===== src/rtl/linWakePkg.sv =====
`timescale 1ns/1ps
package linWakePkg;
  typedef enum logic [1:0] {
    WK_IDLE   = 2'd0,
    WK_TIMING = 2'd1,
    WK_QUAL   = 2'd2
  } wakeState_t;

  typedef struct packed {
    logic clearAll;
    logic loadOne;
    logic incr;
  } wakeStrobe_t;
endpackage


===== src/rtl/linWakeDatapath.sv =====
`timescale 1ns/1ps
module linWakeDatapath
  import linWakePkg::*;
#(
  parameter int FILTER_CYCLES = 2000
) (
  input  logic        clk,
  input  logic        rstN,
  input  logic        busDom,
  input  wakeStrobe_t strobe,
  output logic        fallSeen,
  output logic        riseSeen,
  output logic        domNow,
  output logic        limitHit
);
  localparam int CW = $clog2(FILTER_CYCLES + 1);
  localparam logic [CW-1:0] LIMIT = CW'(FILTER_CYCLES);
  localparam logic [CW-1:0] ONE   = CW'(1);

  logic          syncA, syncB, prevDom;
  logic [CW-1:0] runCnt;

  always_ff @(posedge clk or negedge rstN) begin
    if (!rstN) begin
      syncA   <= 1'b0;
      syncB   <= 1'b0;
      prevDom <= 1'b0;
    end else if (strobe.clearAll) begin
      syncA   <= 1'b0;
      syncB   <= 1'b0;
      prevDom <= 1'b0;
    end else begin
      syncA   <= busDom;
      syncB   <= syncA;
      prevDom <= syncB;
    end
  end

  always_ff @(posedge clk or negedge rstN) begin
    if (!rstN) begin
      runCnt <= '0;
    end else if (strobe.clearAll) begin
      runCnt <= '0;
    end else if (strobe.loadOne) begin
      runCnt <= ONE;
    end else if (strobe.incr && runCnt < LIMIT) begin
      runCnt <= runCnt + ONE;
    end
  end

  assign domNow   = syncB;
  assign fallSeen = syncB & ~prevDom;
  assign riseSeen = ~syncB & prevDom;
  assign limitHit = (runCnt == LIMIT);

  // the run counter saturates and never passes the filter length
  assert_cnt_bound_R4: assert property (@(posedge clk) disable iff (!rstN)
    runCnt <= LIMIT);
endmodule


===== src/rtl/linWakeControl.sv =====
`timescale 1ns/1ps
module linWakeControl
  import linWakePkg::*;
(
  input  logic        clk,
  input  logic        rstN,
  input  logic        arm,
  input  logic        silentSel,
  input  logic        txdLevel,
  input  logic        fallSeen,
  input  logic        riseSeen,
  input  logic        domNow,
  input  logic        limitHit,
  output wakeStrobe_t strobe,
  output logic        wakePulse
);
  wakeState_t stateQ, stateD;
  logic       armEff;
  logic       wakeD;

  assign armEff = arm & (~silentSel | txdLevel);

  always_comb begin
    stateD = stateQ;
    strobe = '0;
    wakeD  = 1'b0;
    if (!armEff) begin
      strobe.clearAll = 1'b1;
      stateD          = WK_IDLE;
    end else begin
      unique case (stateQ)
        WK_IDLE: begin
          if (fallSeen) begin
            strobe.loadOne = 1'b1;
            stateD         = WK_TIMING;
          end
        end
        WK_TIMING: begin
          if (riseSeen) begin
            stateD = WK_IDLE;
          end else if (domNow) begin
            strobe.incr = 1'b1;
            if (limitHit) stateD = WK_QUAL;
          end
        end
        WK_QUAL: begin
          if (riseSeen) begin
            wakeD  = 1'b1;
            stateD = WK_IDLE;
          end
        end
        default: stateD = WK_IDLE;
      endcase
    end
  end

  always_ff @(posedge clk or negedge rstN) begin
    if (!rstN) begin
      stateQ    <= WK_IDLE;
      wakePulse <= 1'b0;
    end else begin
      stateQ    <= stateD;
      wakePulse <= wakeD;
    end
  end

  // a wake only follows a qualified dominant run
  assert_wake_from_qual_R1: assert property (@(posedge clk) disable iff (!rstN)
    wakePulse |-> $past(stateQ) == WK_QUAL);
  // a wake lasts a single cycle
  assert_wake_single_R2: assert property (@(posedge clk) disable iff (!rstN)
    wakePulse |=> !wakePulse);
  // qualification is reached only through the timing phase
  assert_qual_path_R3: assert property (@(posedge clk) disable iff (!rstN)
    (stateQ == WK_QUAL && $past(stateQ) != WK_QUAL) |-> $past(stateQ) == WK_TIMING);
  // disarm clears to idle with no wake
  assert_disarm_clear_R7: assert property (@(posedge clk) disable iff (!rstN)
    !arm |=> (stateQ == WK_IDLE && !wakePulse));
endmodule


===== src/rtl/linWakeFilter.sv =====
`timescale 1ns/1ps
module linWakeFilter
  import linWakePkg::*;
#(
  parameter int FILTER_CYCLES = 2000
) (
  input  logic clk,
  input  logic rstN,
  input  logic arm,
  input  logic silentSel,
  input  logic txdLevel,
  input  logic busDom,
  output logic wakePulse
);
  wakeStrobe_t strobe;
  logic        fallSeen, riseSeen, domNow, limitHit;

  linWakeDatapath #(.FILTER_CYCLES(FILTER_CYCLES)) u_datapath (
    .clk(clk), .rstN(rstN), .busDom(busDom), .strobe(strobe),
    .fallSeen(fallSeen), .riseSeen(riseSeen), .domNow(domNow), .limitHit(limitHit)
  );

  linWakeControl u_control (
    .clk(clk), .rstN(rstN), .arm(arm), .silentSel(silentSel), .txdLevel(txdLevel),
    .fallSeen(fallSeen), .riseSeen(riseSeen), .domNow(domNow), .limitHit(limitHit),
    .strobe(strobe), .wakePulse(wakePulse)
  );
endmodule


===== config.mk =====
export PLATFORM = sky130hd
export DESIGN_NAME = linWakeFilter
export DESIGN_NICKNAME = d
export VERILOG_FILES = /design/src/rtl/linWakePkg.sv /design/src/rtl/linWakeDatapath.sv /design/src/rtl/linWakeControl.sv /design/src/rtl/linWakeFilter.sv
export SDC_FILE = /design/constraint.sdc
export NUM_CORES = 1
export LEC_CHECK = 0
export CORE_UTILIZATION = 55
export DETAILED_ROUTE_END_ITERATION = 12
export PLACE_DENSITY = 0.79
export SETUP_SLACK_MARGIN = 0.05
export SYNTH_ARGS = -nofsm -noshare
export SYNTH_HDL_FRONTEND = slang
export SYNTH_SLANG_ARGS = --single-unit

===== constraint.sdc =====
create_clock -name clk -period 2 [get_ports clk]
set_input_delay 0.2 -clock clk [delete_from_list [all_inputs] [get_ports clk]]
set_output_delay 0.2 -clock clk [all_outputs]
set_load 0.005 [all_outputs]

==> results of run 1 <==
power by group through the flow:
stage	Sequential (mW)	Clock, mW	Combinational, mW
2_1_floorplan	0.355	0	0.0165
3_3_place_gp	0.357	0	0.0385
3_5_place_dp	0.357	0	0.0391
4_1_cts	0.350	0.188	0.0393
5_1_grt	0.351	0.201	0.0432
6_report	0.351	0.181	0.0383
area by class of cell:
type | instances | area, um2 | area share [%]
clock buffer | 4 | 26.3 | 2.52
multi-input combinational | 71 | 482 | 46.2
inverter | 4 | 15.0 | 1.44
tap | 16 | 20.0 | 1.92
timing repair buffer | 8 | 75.1 | 7.19
sequential | 17 | 425 | 40.8
stage by stage:
| step | power, mW | cell area [um2] |
|---|---|---|
| floorplan | 0.372 | 930 |
| global placement | 0.396 | 1020 |
| detailed placement | 0.396 | 1020 |
| CTS | 0.578 | 1040 |
| global route | 0.595 | 1040 |
| finish | 0.569 | 1040 |
logic make-up (layout without fill, tap and decap cells):
| kind of cell | after synthesis | in the layout |
|---|---|---|
| AND/OR/NAND/NOR | 43 | 43 |
| AO/OA/AOI/OAI | 20 | 20 |
| flip-flops | 17 | 17 |
| XOR/XNOR | 6 | 6 |
| buffers and inverters | 5 | 16 |
| adder cells (fa/ha/maj) | 2 | 2 |
cells in the mapped netlist, drive strengths merged, types with 2 or more instances:
cell and instances:
nor2 7, nand2 4, nand3 2, nand4 3, ha 2, or3 2, xor2 2, nor3 2
nand2b 4, o211ai 3, and4 3, xnor2 4, o2111ai 2, a21oi 4, o21ai 6, nor2b 3
and4b 3, inv 4, and2 6, dfrtp 17
worst max-delay path, stage by stage, from the launching register on:
cell and delay, ps:
dfrtp_1 440, inv_1 110, ha_1 160, and4b_1 180
nand4_1 110, or3b_1 390, a21oi_1 150
path summary, 6_finish.rpt:
kind	depth (start not counted)	to	from	slack, ps
setup / recovery	6	u_control.stateQ[1]	u_datapath.runCnt[0]	380
hold / removal	2	u_datapath.runCnt[6]	rstN	220
setup reg to reg	6	u_control.stateQ[1]	u_datapath.runCnt[0]	380
hold reg to reg	1	u_datapath.domNow	u_datapath.syncA	470
max in group asynchronous	2	u_control.wakePulse	rstN	1590
min in group clk	2	u_datapath.syncA	busDom	470
placed cells by master (no fill, tap or decap):
master           Yosys  layout
nor3b_1              1       1
clkbuf_1             0       1
a221oi_1             1       1
and2_1               6       6
a211oi_1             1       1
nor2b_1              3       3
o2111ai_1            2       2
ha_1                 2       2
nor2_1               7       7
o21ai_1              2       2
and4b_1              3       3
buf_4                1       2
inv_1                4       4
and4_4               1       1
o211ai_1             3       3
a21oi_1              4       4
o21ai_0              4       4
a32oi_1              1       1
a2111oi_2            1       1
nor4b_1              1       1
clkbuf_4             0       3
nand4_1              3       3
or3b_1               1       1
nor3_1               2       2
nand2_1              4       4
nand3_1              2       2
xnor2_1              4       4
nand4b_1             1       1
nand2b_1             4       4
xor2_1               2       2
clkdlybuf4s50_1      0       6
o31ai_1              1       1
and4_1               2       2
dfrtp_1             17      17
or3_1                2       2
layer usage:
layer / routed length (um) / GRT usage [%] / share of wire, % / up-vias
met5: 0 / 0 / 0 / -
li1: - / - / - / 371
met3: 107 / 5.53 / 6.1 / 2
met2: 795 / 36.4 / 45 / 35
met1: 830 / 31.6 / 47 / 347
met4: 14 / 7.27 / 0.80 / 0
sequential cells by signal, summed over array words and instances (netlist names):
register,flops
u_datapath.runCnt,11
u_control.stateQ,2
u_control.wakePulse,1
u_datapath.domNow,1
u_datapath.prevDom,1
u_datapath.syncA,1
==> results.py, run 1 <==
metrics = {
    "timing": {
        "slew_viol_final": 0,
        "fin_crit_ps": 1620,
        "fmax_mhz": 617,
        "setup_ws_ps": 380,
        "hold_ws_ps": 216,
        "worst_slew_pin_slew_ps": 387,
        "slew_headroom_pct": 74.1,
        "setup_viol": 0,
        "min_period_over_period_pct": 81.0,
        "tns_ps": 0,
        "rsz0062_at_grt": "false",
        "fin_worst_skew_ps": 8.13,
        "hold_viol": 0,
    },
    "hold_path": {
        "min_path_type": "in -> async",
    },
    "routing": {
        "post_drt_wl_per_cell_um": 14.6,
        "routed_wl_um": 1750,
        "post_drt_via_cell_ratio": 6.29,
        "drt_iter0_markers": 35,
        "drtAntennaViolNets": 0,
        "first_pass_iters": 4,
        "vias": 755,
        "drc": 0,
    },
    "final_layout": {
        "diodes": 0,
        "drive_gt1_share_pct": 6.73,
        "nets": 113,
        "synthToLayoutAreaGrowth_pct": 12.2,
        "postLayoutCoreUtil_pct": 67.7,
        "n_fill_cell": 130,
        "fin_cells": 120,
    },
    "synth": {
        "synthCells": 93,
        "yosysTopAreaCellShare_pct": 45.8,
        "synth_ff_type": "dfrtp_1",
        "yosysSeqAreaShare_pct": 45.8,
        "synth-edff-count": 0,
        "ys_ff_latch": 17,
        "muxShareOfSynthArea_pct": 0,
        "yosys.area_share.simple_pct": 28.7,
        "synth_compound_area_share_pct": 14.8,
        "yosysTopAreaCell": "dfrtp_1",
        "synthAdderAreaFrac_pct": 2.69,
        "syn_area_um2": 930,
        "synth_top_family_by_area": "simple AND/OR/NAND/NOR gates",
        "post_synth.cell_area_avg_um2": 10.0,
        "synthArstFlopShare_pct": 100,
        "synth_nets": 101,
        "synth_xor_area_share_pct": 5.65,
        "netlist_top_cells_area": "dfrtp_1 46%, and2_1 4.0%, xnor2_1 3.8%, and4b_1 3.2%, nor2_1 2.8%",
        "synthDistinctLibCells": 32,
        "yosys_warnings": 0,
    },
    "critical_path": {
        "arrival_ps": 1830,
        "critPathLaunchType": "register",
        "critPathRequiredTime_ps": 2210,
        "crit_type": "reg -> reg",
        "end_kind": "register",
        "worst-path-max-fanout": 6,
    },
    "clock_tree": {
        "numCtsBuffers": 3,
        "clockRootBuffer": "clkbuf_4",
        "clk_latency_ps": 290,
        "clockBufferDepth": 2,
        "cts.sinks": 17,
        "htree_levels": 1,
        "post-cts-setup-buffer-count": 0,
        "cts_resized": 0,
        "postCtsHoldBufs": 0,
        "clk_pin_slew_ps": 100,
        "cts_tree": "built",
    },
    "power": {
        "p_comb_share_pct": 6.7,
        "power_frac_seq_pct": 61.6,
        "power_switching_share_pct": 22.3,
        "power_switching_mw": 0.127,
        "clkPwrFrac_pct": 31.7,
        "intPower_mw": 0.443,
        "power.density_mw_per_mm2": 546,
        "irDropWorstVdd_mv": 0.461,
        "p_leak_nw": 0.410,
    },
    "die": {
        "die_y_um": 43.1,
        "initial_core_util_pct": 60.3,
        "ios": 7,
        "dieWidth_um": 43.1,
        "coreArea_mm2": 0.00154,
        "rows": 14,
        "die-area_mm2": 0.00186,
    },
    "place": {
        "dpl.hpwl_um": 1310,
        "dp_slack_ps": 439,
        "place_inst": 116,
        "place.gp.congestion": 0.918,
        "port_buffers": 6,
    },
    "status": {
        "status": "finished, final reports clean",
    },
    "grt": {
        "grt_pass1_vias": 668,
        "antenna_found_initial": 0,
        "grt_usage_pct": 23.2,
        "grt_max_degree": 18,
        "grt_pass1_wl_um": 3120,
        "overflow": 0,
    },
    "run": {
        "cap_violations": 0,
    },
}
No activity file was read; power rests on OpenSTA's default activity.
==> run 2: changes to the inputs <==
==> constraint.sdc (replaced) <==
create_clock -name clk -period 1.59 [get_ports clk]
set_input_delay 0.159 -clock clk [delete_from_list [all_inputs] [get_ports clk]]
set_output_delay 0.159 -clock clk [all_outputs]
set_load 0.005 [all_outputs]
==> run 2 against run 1 <==
  * Worst hold slack got worse by 50 ps
  * Die area stayed put
  * Global-route usage grew 0.86 points
  * Critical path type unchanged
==> results.py, run 2 (synthesized netlist as in run 1, its figures left out) <==
metrics = {
    "status": {
        "status": "finished, final reports clean",
    },
    "final_layout": {
        "drive_gt1_share_pct": 15.5,
        "final_cell_mix": "16 x dfrtp_1, 8 x buf_4, 7 x nor2_1, 6 x and2_1, 6 x clkdlybuf4s50_1",
        "diodes": 0,
        "nets": 119,
        "largest_register": "u_datapath.runCnt",
        "layout_commonest_cell": "dfrtp_1",
        "synthToLayoutAreaGrowth_pct": 18.3,
        "design_area_mm2": 0.00110,
        "n_fill_cell": 122,
        "largest_reg_flops": 11,
        "reg_top3": "u_datapath.runCnt (11), u_control.stateQ (2)",
    },
    "place": {
        "dpl.hpwl_um": 1370,
        "port_buffers": 6,
        "placed_area_mm2": 0.00105,
        "place.gp.congestion": 0.898,
    },
    "grt": {
        "grt-busiest-layer": "met2",
        "grt.met2_usage_pct": 39.1,
        "grt_pass1_wl_um": 3280,
        "met1_usage_pct": 31.2,
        "grt_pass1_vias": 744,
        "grt_max_degree": 18,
        "met3_usage_pct": 5.11,
        "antenna_found_initial": 0,
        "grt_usage_pct": 24.1,
        "overflow": 0,
    },
    "timing": {
        "fmax_mhz": 644,
        "worst_slew_pin_slew_ps": 415,
        "min_period_over_period_pct": 97.6,
        "hold_ws_ps": 165,
        "tns_ps": 0,
        "hold_viol": 0,
        "slew_headroom_pct": 72.0,
        "fin_crit_ps": 1550,
        "setup_viol": 0,
        "fin_worst_skew_ps": 8.43,
        "rsz0062_at_grt": "true",
        "slew_viol_final": 0,
    },
    "die": {
        "dieWidth_um": 43.1,
        "die-area_mm2": 0.00186,
        "coreArea_mm2": 0.00154,
        "rows": 14,
        "ios": 7,
        "die_y_um": 43.1,
        "initial_core_util_pct": 60.3,
    },
    "routing": {
        "routed_wl_um": 1970,
        "drtAntennaViolNets": 0,
        "first_pass_iters": 8,
        "post_drt_wl_per_cell_um": 15.6,
        "post_drt_via_cell_ratio": 6.23,
        "vias": 785,
        "drt_iter0_markers": 37,
        "drc": 0,
    },
    "clock_tree": {
        "numCtsBuffers": 3,
        "htree_levels": 1,
        "clockBufferDepth": 2,
        "clk_latency_ps": 300,
        "cts.sinks": 17,
        "clockRootBuffer": "clkbuf_4",
        "cts_tree": "built",
        "clk_pin_slew_ps": 110,
    },
    "run": {
        "cap_violations": 0,
    },
    "critical_path": {
        "critPathRequiredTime_ps": 1820,
        "critPathLaunchType": "register",
        "end_kind": "register",
        "worst-path-max-fanout": 5,
        "crit_type": "reg -> reg",
        "arrival_ps": 1790,
    },
    "power": {
        "p_leak_nw": 0.445,
        "irDropWorstVdd_mv": 0.616,
        "total_power_mw": 0.736,
        "power.density_mw_per_mm2": 669,
    },
    "hold_path": {
        "min_path_type": "in -> async",
    },
}
## run 2: cell count changes in the layout (fill, tap and decap cells not counted), sizes merged
cell | previous run | this run
clkbuf | 4 | 3
clkinv | 0 | 1
buf | 2 | 8
## run 2: final cells by class
type	instances	area, um2	area share (%)
Clock buffer	3	22.5	2.05
Tap cell	16	20.0	1.82
Timing Repair Buffer	14	120	10.9
Clock inverter	1	5.00	0.455
Inverter	4	15.0	1.37
Sequential cell	17	427	38.8
Multi-Input combinational cell	71	490	44.6
## run 2: final timing paths
check / from / end / slack [ps] / depth (start not counted)
hold reg to reg: u_datapath.syncA / u_datapath.domNow / 490 / 1
hold / removal: rstN / u_datapath.runCnt[6] / 170 / 2
setup reg to reg: u_datapath.runCnt[1] / u_control.stateQ[1] / 40 / 6
setup / recovery: u_datapath.runCnt[1] / u_control.stateQ[1] / 40 / 6
min in group clk: busDom / u_datapath.syncA / 420 / 2
max in group asynchronous: rstN / u_datapath.domNow / 1220 / 2
## run 2: through the flow
step | worst slack [ps] | cells | util (%)
floorplan | 140 | 93 | -
global placement | 102 | 120 | 67.9
detailed placement | 29.1 | 120 | 67.9
CTS | 51.6 | 126 | 70.7
global route | -71.7 | 126 | 71.3
finish | 37.5 | 126 | 71.3
## run 2: report_power, final
group	switching (mW)	internal (mW)	total, mW
Combinational	0.0274	0.0257	0.0531
Clock	0.148	0.0938	0.242
Sequential	0.00488	0.436	0.441
## run 2: critical path, cell delays in order (launching register included)
cell and delay [ps]:
dfrtp_1 450, inv_1 80, ha_1 140, and4b_1 180, nand4_1 110, or3b_1 390, a21oi_2 120
## run 2: what timing repair did
item	4_1_cts	5_1_grt
buffers inserted	2	0
pin swaps	2	1
setup endpoints to repair	1	7
gates resized for setup	0	3
hold buffers	0	0
## run 2: metal layers
metal	wire, um	up-vias	part of all wire [%]
li1	-	378	-
met1	943	376	48
met2	913	25	46
met3	81	6	4.1
met4	30	0	1.5
met5	0	-	0
